[src/rtl/lsa_pkg.sv]
package lsa_pkg;
  // Strobes from the control to the datapath
  typedef struct packed {
    logic takeEn;  // entries are taken at the tail this cycle
    logic relEn;   // entries are released at the head this cycle
    logic relErr;  // release request exceeded the occupied count
  } lsaStrobes_t;
endpackage

[src/rtl/lsa_ctrl.sv]
module lsa_ctrl
  import lsa_pkg::*;
#(
  parameter int CAPACITY = 72,
  parameter int MAX_ELEM = 16,
  parameter int MAX_REL  = 4,
  localparam int CNT_W  = $clog2(CAPACITY + 1),
  localparam int ELEM_W = $clog2(MAX_ELEM + 1),
  localparam int REL_W  = $clog2(MAX_REL + 1)
) (
  input  logic              reqValid,
  input  logic              reqLoadPort,
  input  logic              reqStoreData,
  input  logic              reqGather,
  input  logic [ELEM_W-1:0] reqElems,
  input  logic [REL_W-1:0]  relCount,
  input  logic [CNT_W-1:0]  freeCount,
  output logic              grant,
  output logic              stall,
  output logic [CNT_W-1:0]  takeAmt,
  output logic [CNT_W-1:0]  relAmt,
  output lsaStrobes_t       strb
);
  // Comparison width wide enough for every operand
  localparam int CMP_W = CNT_W + ELEM_W + REL_W;

  logic             needsEntry;
  logic [CMP_W-1:0] needW;
  logic [CMP_W-1:0] freeW;
  logic [CMP_W-1:0] heldW;
  logic [CMP_W-1:0] relW;

  always_comb begin
    // Port-usage rule: a load port without a store-data part means an entry
    needsEntry = reqLoadPort && !reqStoreData;
    if (!needsEntry)    needW = '0;
    else if (reqGather) needW = CMP_W'(reqElems);
    else                needW = CMP_W'(1);

    freeW = CMP_W'(freeCount);
    heldW = CMP_W'(CAPACITY) - freeW;
    relW  = CMP_W'(relCount);

    // All-or-nothing: the whole need must fit in what is free now
    stall = reqValid && (needW > freeW);
    grant = reqValid && !stall;

    strb.takeEn = grant && (needW != '0);
    strb.relErr = relW > heldW;
    relAmt      = strb.relErr ? CNT_W'(heldW) : CNT_W'(relW);
    strb.relEn  = relAmt != '0;
    takeAmt     = strb.takeEn ? CNT_W'(needW) : '0;
  end
endmodule

[src/rtl/lsa_datapath.sv]
module lsa_datapath
  import lsa_pkg::*;
#(
  parameter int CAPACITY = 72,
  localparam int CNT_W = $clog2(CAPACITY + 1),
  localparam int IDX_W = $clog2(CAPACITY)
) (
  input  logic             clk,
  input  logic             rstN,
  input  lsaStrobes_t      strb,
  input  logic [CNT_W-1:0] takeAmt,
  input  logic [CNT_W-1:0] relAmt,
  output logic [CNT_W-1:0] freeCount,
  output logic [IDX_W-1:0] allocIdx,
  output logic [IDX_W-1:0] oldestIdx
);
  localparam bit POW2 = (CAPACITY & (CAPACITY - 1)) == 0;

  logic [CNT_W-1:0] freeQ;
  logic [CNT_W-1:0] freeNext;
  logic [IDX_W-1:0] tailQ;
  logic [IDX_W-1:0] headQ;
  logic [IDX_W-1:0] tailAdv;
  logic [IDX_W-1:0] headAdv;

  // Modular advance for a ring whose size is not a power of two
  function automatic logic [IDX_W-1:0] ringAdd(input logic [IDX_W-1:0] p,
                                               input logic [CNT_W-1:0] a);
    logic [CNT_W:0] s;
    s = (CNT_W+1)'(p) + (CNT_W+1)'(a);
    if (s >= (CNT_W+1)'(CAPACITY)) s = s - (CNT_W+1)'(CAPACITY);
    return s[IDX_W-1:0];
  endfunction

  generate
    if (POW2) begin : g_pow2Ring
      assign tailAdv = tailQ + takeAmt[IDX_W-1:0];
      assign headAdv = headQ + relAmt[IDX_W-1:0];
    end else begin : g_modRing
      assign tailAdv = ringAdd(tailQ, takeAmt);
      assign headAdv = ringAdd(headQ, relAmt);
    end
  endgenerate

  always_comb begin
    freeNext = freeQ;
    if (strb.takeEn) freeNext = freeNext - takeAmt;
    if (strb.relEn)  freeNext = freeNext + relAmt;
  end

  always_ff @(posedge clk) begin
    if (!rstN) begin
      freeQ <= CNT_W'(CAPACITY);
      tailQ <= '0;
      headQ <= '0;
    end else begin
      freeQ <= freeNext;
      if (strb.takeEn) tailQ <= tailAdv;
      if (strb.relEn)  headQ <= headAdv;
    end
  end

  assign freeCount = freeQ;
  assign allocIdx  = tailQ;
  assign oldestIdx = headQ;
endmodule

[src/rtl/load_slot_alloc.sv]
module load_slot_alloc
  import lsa_pkg::*;
#(
  parameter int CAPACITY = 72,
  parameter int MAX_ELEM = 16,
  parameter int MAX_REL  = 4,
  localparam int CNT_W  = $clog2(CAPACITY + 1),
  localparam int IDX_W  = $clog2(CAPACITY),
  localparam int ELEM_W = $clog2(MAX_ELEM + 1),
  localparam int REL_W  = $clog2(MAX_REL + 1)
) (
  input  logic              clk,
  input  logic              rstN,
  input  logic              reqValid,
  input  logic              reqLoadPort,
  input  logic              reqStoreData,
  input  logic              reqGather,
  input  logic [ELEM_W-1:0] reqElems,
  input  logic [REL_W-1:0]  relCount,
  output logic              grant,
  output logic              stall,
  output logic [IDX_W-1:0]  allocIdx,
  output logic [IDX_W-1:0]  oldestIdx,
  output logic [CNT_W-1:0]  freeCount,
  output logic              relError
);
  lsaStrobes_t      strb;
  logic [CNT_W-1:0] takeAmt;
  logic [CNT_W-1:0] relAmt;

  lsa_ctrl #(
    .CAPACITY(CAPACITY), .MAX_ELEM(MAX_ELEM), .MAX_REL(MAX_REL)
  ) ctrl_i (
    .reqValid(reqValid), .reqLoadPort(reqLoadPort), .reqStoreData(reqStoreData),
    .reqGather(reqGather), .reqElems(reqElems), .relCount(relCount),
    .freeCount(freeCount), .grant(grant), .stall(stall),
    .takeAmt(takeAmt), .relAmt(relAmt), .strb(strb)
  );

  lsa_datapath #(.CAPACITY(CAPACITY)) dp_i (
    .clk(clk), .rstN(rstN), .strb(strb), .takeAmt(takeAmt), .relAmt(relAmt),
    .freeCount(freeCount), .allocIdx(allocIdx), .oldestIdx(oldestIdx)
  );

  assign relError = strb.relErr;
endmodule

[config.mk]
export PLATFORM = sky130hd
export DESIGN_NAME = load_slot_alloc
export DESIGN_NICKNAME = d
export VERILOG_FILES = /design/src/rtl/lsa_pkg.sv /design/src/rtl/lsa_ctrl.sv /design/src/rtl/lsa_datapath.sv /design/src/rtl/load_slot_alloc.sv
export SDC_FILE = /design/constraint.sdc
export NUM_CORES = 1
export LEC_CHECK = 0
export ABC_CLOCK_PERIOD_IN_PS = 9810
export BUFFER_PORTS_ARGS = -buffer_cell sky130_fd_sc_hd__buf_2
export CAP_MARGIN = 5
export CELL_PAD_IN_SITES_DETAIL_PLACEMENT = 1
export CELL_PAD_IN_SITES_GLOBAL_PLACEMENT = 2
export CORE_MARGIN = 2
export CORE_UTILIZATION = 37
export CTS_BUF_LIST = sky130_fd_sc_hd__clkbuf_8 sky130_fd_sc_hd__clkbuf_16
export CTS_CLUSTER_DIAMETER = 30
export DETAILED_ROUTE_END_ITERATION = 8
export PLACE_DENSITY_LB_ADDON = 0.1
export SYNTH_ARGS = -nofsm -noshare
export SYNTH_HDL_FRONTEND = slang
export SYNTH_SLANG_ARGS = --single-unit
[constraint.sdc]
create_clock -name clk -period 9.81 [get_ports clk]
set_clock_uncertainty 0.1 [all_clocks]
set_input_delay 1.962 -clock clk [delete_from_list [all_inputs] [get_ports clk]]
set_output_delay 1.962 -clock clk [all_outputs]
set_load 0.02 [all_outputs]
==> impl_metrics.env, run 1 <==
export IMPL_tightest_slew_ns=1.095
export IMPL_async_reset_ff_share_pct=0
export IMPL_use_met1_pct=26.27
export IMPL_grtUsageMet3_pct=1.979
export IMPL_cts_sink_count=21
export IMPL_ir_worst_vdd_mv=0.1251
export IMPL_syn_area_per_cell_um2=7.868
export IMPL_diodes=0
export IMPL_dp_hpwl_um=5555
export IMPL_synth_edf_count=0
export IMPL_overflow=0
export IMPL_rows=30
export IMPL_seqCellArea_um2=420.4
export IMPL_final_util_pct=42.87
export IMPL_multiInputGateArea_um2=2039
export IMPL_status="complete, no violations"
export IMPL_gr_max_usage_layer="met2"
export IMPL_drt_first_pass_iters=4
export IMPL_hold_ws_ns=0.3781
export IMPL_ys_ff_latch=21
export IMPL_synth_warnings=0
export IMPL_clk_path_buf_depth=2
export IMPL_core_area_um2=6794
export IMPL_netlist_area_um2=2589
export IMPL_hold_buffers=0
export IMPL_grt_pass1_wl_um=11770
export IMPL_vias=2427
export IMPL_maxSlewViolCount=0
export IMPL_yosysTopAreaCell="ha_1"
export IMPL_rsz0062_at_grt="false"
export IMPL_yosysUniqueCellTypes=64
export IMPL_cts_tree="built"
export IMPL_cts_resized=0
export IMPL_finalSetupViolCount=0
export IMPL_drv_cap=0
export IMPL_dp_slack_ns=2.735
export IMPL_start_util_pct=38.10
export IMPL_final_cell_mix="nand2_1, buf_2, ha_1, a21oi_1, inv_1"
export IMPL_syn_inst=329
export IMPL_fillers=859
export IMPL_fin_nets=420
export IMPL_gp_congestion=0.8041
export IMPL_seq_area_frac_synth_pct=16.24
export IMPL_grt_pass1_vias=2472
export IMPL_port_buffers=37
export IMPL_vias_per_cell=5.242
export IMPL_drc=0
export IMPL_synth_top_area_share_pct=16.43
export IMPL_die_x_um=87.65
export IMPL_powerDensity_nw_per_um2=277.7
export IMPL_rrSetupSlack_ns=4.63
export IMPL_end_kind="flop"
export IMPL_drt_iter0_drc=53
export IMPL_fin_crit_sh_pct=69.78
export IMPL_setup_ws_ns=2.965
export IMPL_met2_usage_pct=32.58
export IMPL_drtAntennaViolNets=0
export IMPL_hp_class="flop to flop"
export IMPL_antenna_found_initial=0
export IMPL_max_slew_margin_pct=24.91
export IMPL_cp_max_fo=5
export IMPL_h_tree_depth=1
export IMPL_hold_viol=0
export IMPL_post_cts_setup_buffer_count=0
export IMPL_post_drt_wl_per_cell_um=14.80
export IMPL_power_total_mw=0.8088
export IMPL_clock_latency_ns=0.26
export IMPL_syn_to_final_growth_pct=12.52
export IMPL_cp_required_ns=9.86
export IMPL_arrival_ns=6.89
export IMPL_power_leakage_nw=1.391
export IMPL_grt_usage_pct=18.88
export IMPL_synth_top_cells_by_area="ha_1, dfxtp_1, a21oi_1, nand2_1, xnor2_1"
export IMPL_drive_gt1_share_pct=15.53
export IMPL_grt_start_max_net_pins=21
export IMPL_fin_setup_tns_ns=0
export IMPL_cts_buffers=3
export IMPL_io_pins=38
export IMPL_die_h_um=87.65
export IMPL_max_freq_ghz=0.1461
export IMPL_clk_pin_slew_worst_paths_ns=0.08
export IMPL_startpoint_type="input port"
export IMPL_routed_wl_um=6854
export IMPL_synth_ff_type="dfxtp_1"
export IMPL_cts_root_buffer="clkbuf_8"
export IMPL_critPathKind="input port to flop"
export IMPL_dieArea_um2=7682
export IMPL_min_period_ns=6.845
[routing by layer]
layer  routed length [µm]  vias up
li1                     -     1259
met1                 3494     1141
met2                 3162       25
met3                  174        2
met4                   23        0
met5                    0        -
[cells by family after synthesis]
logic type                 share of synthesized area (%)
and+or+nand+nor                                    21.80
muxes                                              4.253
adders and majority gates                          19.91
AOI/OAI and AO/OA                                  25.04
xor gates and xnor gates                           6.622
buffers and inverters                              5.993
DFF                                                16.24
other                                             0.1449
[metrics by stage]
| step | area (µm²) | instances |
|---|---|---|
| finish | 2913 | 463 |
| global route | 2913 | 463 |
| CTS | 2913 | 463 |
| detailed placement | 2867 | 459 |
| global placement | 2867 | 459 |
| floorplan | 2615 | 336 |
[worst paths after layout]
| path | start | to | depth (start not counted) |
|---|---|---|---|
| worst min register to register | dp_i.oldestIdx[0]$_SDFFE_PN0N_ | dp_i.oldestIdx[0]$_SDFFE_PN0N_ | 2 |
| worst max register to register | dp_i.freeCount[1]$_SDFF_PN0_ | dp_i.freeCount[6]$_SDFF_PN1_ | 21 |
| worst min-delay path | dp_i.oldestIdx[0]$_SDFFE_PN0N_ | dp_i.oldestIdx[0]$_SDFFE_PN0N_ | 2 |
| worst max-delay path | reqStoreData | dp_i.freeCount[6]$_SDFF_PN1_ | 23 |
[power breakdown]
| group | switching [mW] | internal (mW) | leakage, nW |
|---|---|---|---|
| Combinational | 0.348 | 0.257 | 1.19 |
| Sequential | 0.0336 | 0.111 | 0.173 |
| Clock | 0.0302 | 0.0283 | 0.0255 |
[flip-flops by register name, indices dropped and copies added (netlist names)]
register / flops
dp_i.allocIdx: 7
dp_i.oldestIdx: 7
dp_i.freeCount: 7
[layout make-up]
type | instances | share of cell area [%]
multi-input combinational | 279 | 70.02
sequential | 21 | 14.43
timing repair buffer | 38 | 6.615
tap | 96 | 4.124
inverter | 25 | 3.222
clock buffer | 3 | 1.418
clock inverter | 1 | 0.1718
[cell usage after synthesis (3+ instances only)]
cell type	number
fa_1	4
or4_1	4
o21ai_0	13
o21bai_1	4
and3_1	6
a21o_1	7
a211oi_1	4
o21ai_1	6
a21oi_1	31
mux2i_1	5
or3_1	4
nand2_1	37
nor2_1	20
nor3_1	5
or2_1	3
ha_1	34
dfxtp_1	21
inv_1	24
o22ai_1	3
xnor2_1	14
nor2b_1	6
clkbuf_1	5
nand4_1	3
buf_2	4
a2111oi_0	3
nor4_1	3
nand3_1	6
xor2_1	3
nand2b_1	4
[critical path, cell delays in order]
cell and delay (ns):
buf_2 0.10, nor2b_1 0.23, o21ai_0 0.23, ha_1 0.33, nand2_1 0.09, o21ai_0 0.10
maj3_1 0.39, o21ai_0 0.23, nand2_1 0.13, nand2_1 0.11, nor2_1 0.07, ha_1 0.19
inv_1 0.08, fa_1 0.42, mux2_2 0.32, fa_1 0.48, a211oi_1 0.47, o21bai_1 0.14
a21o_1 0.21, nand2_1 0.06, mux2i_1 0.08, xnor3_1 0.32, nand2b_1 0.14
No activity file was read; power rests on OpenSTA's default activity.
==> inputs of run 2 (changes only) <==
--- a/config.mk
+++ b/config.mk
@@ -5,13 +5,13 @@
 export SDC_FILE = /design/constraint.sdc
 export NUM_CORES = 1
 export LEC_CHECK = 0
-export ABC_CLOCK_PERIOD_IN_PS = 9810
+export ABC_CLOCK_PERIOD_IN_PS = 5800
 export BUFFER_PORTS_ARGS = -buffer_cell sky130_fd_sc_hd__buf_2
 export CAP_MARGIN = 5
 export CELL_PAD_IN_SITES_DETAIL_PLACEMENT = 1
 export CELL_PAD_IN_SITES_GLOBAL_PLACEMENT = 2
 export CORE_MARGIN = 2
-export CORE_UTILIZATION = 37
+export CORE_UTILIZATION = 31
 export CTS_BUF_LIST = sky130_fd_sc_hd__clkbuf_8 sky130_fd_sc_hd__clkbuf_16
 export CTS_CLUSTER_DIAMETER = 30
 export DETAILED_ROUTE_END_ITERATION = 8
==> constraint.sdc (replaced) <==
create_clock -name clk -period 5.8 [get_ports clk]
set_clock_uncertainty 0.1 [all_clocks]
set_input_delay 1.16 -clock clk [delete_from_list [all_inputs] [get_ports clk]]
set_output_delay 1.16 -clock clk [all_outputs]
set_load 0.02 [all_outputs]
==> impl_metrics.env, run 2 (synthesized netlist as in run 1, its figures left out) <==
export IMPL_status="complete, no violations"
export IMPL_rrSetupSlack_ns=0.98
export IMPL_overflow=0
export IMPL_grt_usage_pct=17.22
export IMPL_tightest_slew_ns=1.200
export IMPL_powerDensity_nw_per_um2=469.0
export IMPL_final_util_pct=37.70
export IMPL_hold_viol=0
export IMPL_end_kind="flop"
export IMPL_dp_hpwl_um=5943
export IMPL_clk_pin_slew_worst_paths_ns=0.08
export IMPL_post_drt_wl_per_cell_um=15.11
export IMPL_drtAntennaViolNets=0
export IMPL_placed_cell_area_um2=3013
export IMPL_hold_buffers=0
export IMPL_cts_buffers=3
export IMPL_die_x_um=95.38
export IMPL_reg2reg_from="dp_i.freeCount[3]$_SDFF_PN1_"
export IMPL_maxSlewViolCount=0
export IMPL_clock_latency_ns=0.27
export IMPL_gp_congestion=0.7741
export IMPL_rsz0062_at_grt="false"
export IMPL_timing_rr_end="dp_i.freeCount[6]$_SDFF_PN1_"
export IMPL_syn_to_final_growth_pct=19.04
export IMPL_grt_start_max_net_pins=15
export IMPL_hp_class="flop to flop"
export IMPL_clk_path_buf_depth=2
export IMPL_cp_common_cell="nand2_1"
export IMPL_min_period_ns=5.534
export IMPL_die_h_um=95.38
export IMPL_final_cell_mix="nand2_1, buf_2, ha_1, a21oi_1, inv_1"
export IMPL_hold_path_startpoint="dp_i.oldestIdx[0]$_SDFFE_PN0N_"
export IMPL_power_leakage_nw=1.482
export IMPL_rows=33
export IMPL_fin_crit_sh_pct=95.41
export IMPL_cp_max_fo=5
export IMPL_arrival_ns=5.58
export IMPL_drive_gt1_share_pct=21.30
export IMPL_dieArea_um2=9097
export IMPL_drc=0
export IMPL_port_buffers=37
export IMPL_vias=2494
export IMPL_diodes=0
export IMPL_cts_root_buffer="clkbuf_8"
export IMPL_drt_iter0_drc=56
export IMPL_power_total_mw=1.445
export IMPL_cts_tree="built"
export IMPL_antenna_found_initial=0
export IMPL_max_freq_ghz=0.1807
export IMPL_vias_per_cell=5.090
export IMPL_h_tree_depth=1
export IMPL_hold_end="dp_i.oldestIdx[0]$_SDFFE_PN0N_"
export IMPL_grt_pass1_wl_um=12520
export IMPL_io_pins=38
export IMPL_slowest_delay_ns=0.45
export IMPL_cp_slowest_cell="fa_1"
export IMPL_path_cells="buf_2 > nor2b_2 > and3_1 > ha_1 > nand2_1 > a2111oi_2 > or2_1 > o21ai_2 > nand2_1 > nand2_1 > nor2_2 > ha_1 > inv_1 > fa_1 > mux2_2 > fa_1 > a211oi_1 > buf_4 > o21bai_1 > a21o_1 > nand2_1 > mux2i_1 > xnor3_1 > nand2b_1"
export IMPL_startpoint_type="input port"
export IMPL_finalSetupViolCount=0
export IMPL_critPathKind="input port to flop"
export IMPL_cts_sink_count=21
export IMPL_ir_worst_vdd_mv=0.1932
export IMPL_fin_nets=438
export IMPL_drv_cap=0
export IMPL_max_slew_margin_pct=17.74
export IMPL_final_area_um2=3082
export IMPL_core_area_um2=8175
export IMPL_routed_wl_um=7403
export IMPL_hold_depth=2
export IMPL_start_util_pct=31.67
export IMPL_grt_pass1_vias=2513
export IMPL_reg2regPathDepth=22
export IMPL_drt_first_pass_iters=4
export IMPL_cp_required_ns=5.85
[run 2: changes by cell type in the layout (fill, tap and decap cells not counted)]
cell,change
nor2_2,+2
nor2_1,-2
o21ai_2,+2
nor2b_2,+1
maj3_2,+1
o21ai_0,-4
o21ai_1,+2
a2111oi_0,-1
maj3_1,-1
nor2b_1,-1
buf_4,+18
a2111oi_2,+1
[run 2: where the power goes]
part	total [mW]	switching, mW	internal, mW	leakage (nW)
Combinational	1.10	0.610	0.485	1.28
Sequential	0.247	0.0588	0.188	0.173
Clock	0.103	0.0550	0.0480	0.0255
[run 2: cell type report]
type | count | area (µm²)
fillers | 1049 | 5094
multi-input cells | 279 | 2062
flip-flops and latches | 21 | 420.4
repair buffers | 56 | 327.8
well taps | 105 | 131.4
inverters | 25 | 93.84
clock buffers | 3 | 41.29
clock inverters | 1 | 5.005
[run 2: per-stage QoR]
stage                     hold WS [ns]   TNS, ns  instances  setup WS (ns)
after floorplan                 0.4484         0        336        0.05742
after global placement          0.3652  -0.05900        486       -0.05900
after detailed placement        0.3743   -0.2401        486        -0.2184
after CTS                       0.3882         0        490        0.04931
after global routing            0.4258         0        490        0.02179
final                           0.3797         0        490         0.2663
[run 2: critical path, delay by kind of cell]
kind / cells / cell delay (ns)
AOI/OAI and AO/OA: 5 / 0.89
xor gates and xnor gates: 1 / 0.32
adders and majority gates: 4 / 1.32
buffers and inverters: 3 / 0.33
muxes: 2 / 0.39
and+or+nand+nor: 9 / 1.16
[run 2: layer usage]
metal | GRT usage, % | vias up | part of all wire, %
met2 | 29.28 | 21 | 47
met1 | 24.34 | 1174 | 52
met3 | 2.055 | 2 | 1.5
li1 | - | 1297 | -
met4 | 1.429 | 0 | 0.34
met5 | 0 | - | 0
[run 2: what timing repair did]
item                                   CTS  global route
gates resized for setup                  0            12
endpoints found under the hold margin    0             0
buffers inserted                         0             0
setup endpoints to repair                0             3
[run 2: worst max path at each step]
stage                 start                      endpoint  slack (ns)  depth (start not counted)
2_1_floorplan   reqLoadPort  dp_i.freeCount[6]$_SDFF_PN1_        0.06                         21
3_3_place_gp   reqStoreData  dp_i.freeCount[6]$_SDFF_PN1_       -0.06                         24
3_5_place_dp    reqLoadPort  dp_i.freeCount[6]$_SDFF_PN1_       -0.22                         27
4_1_cts         reqLoadPort  dp_i.freeCount[6]$_SDFF_PN1_        0.05                         27
5_1_grt         reqLoadPort  dp_i.freeCount[6]$_SDFF_PN1_        0.02                         24
6_report        reqLoadPort  dp_i.freeCount[6]$_SDFF_PN1_        0.27                         24
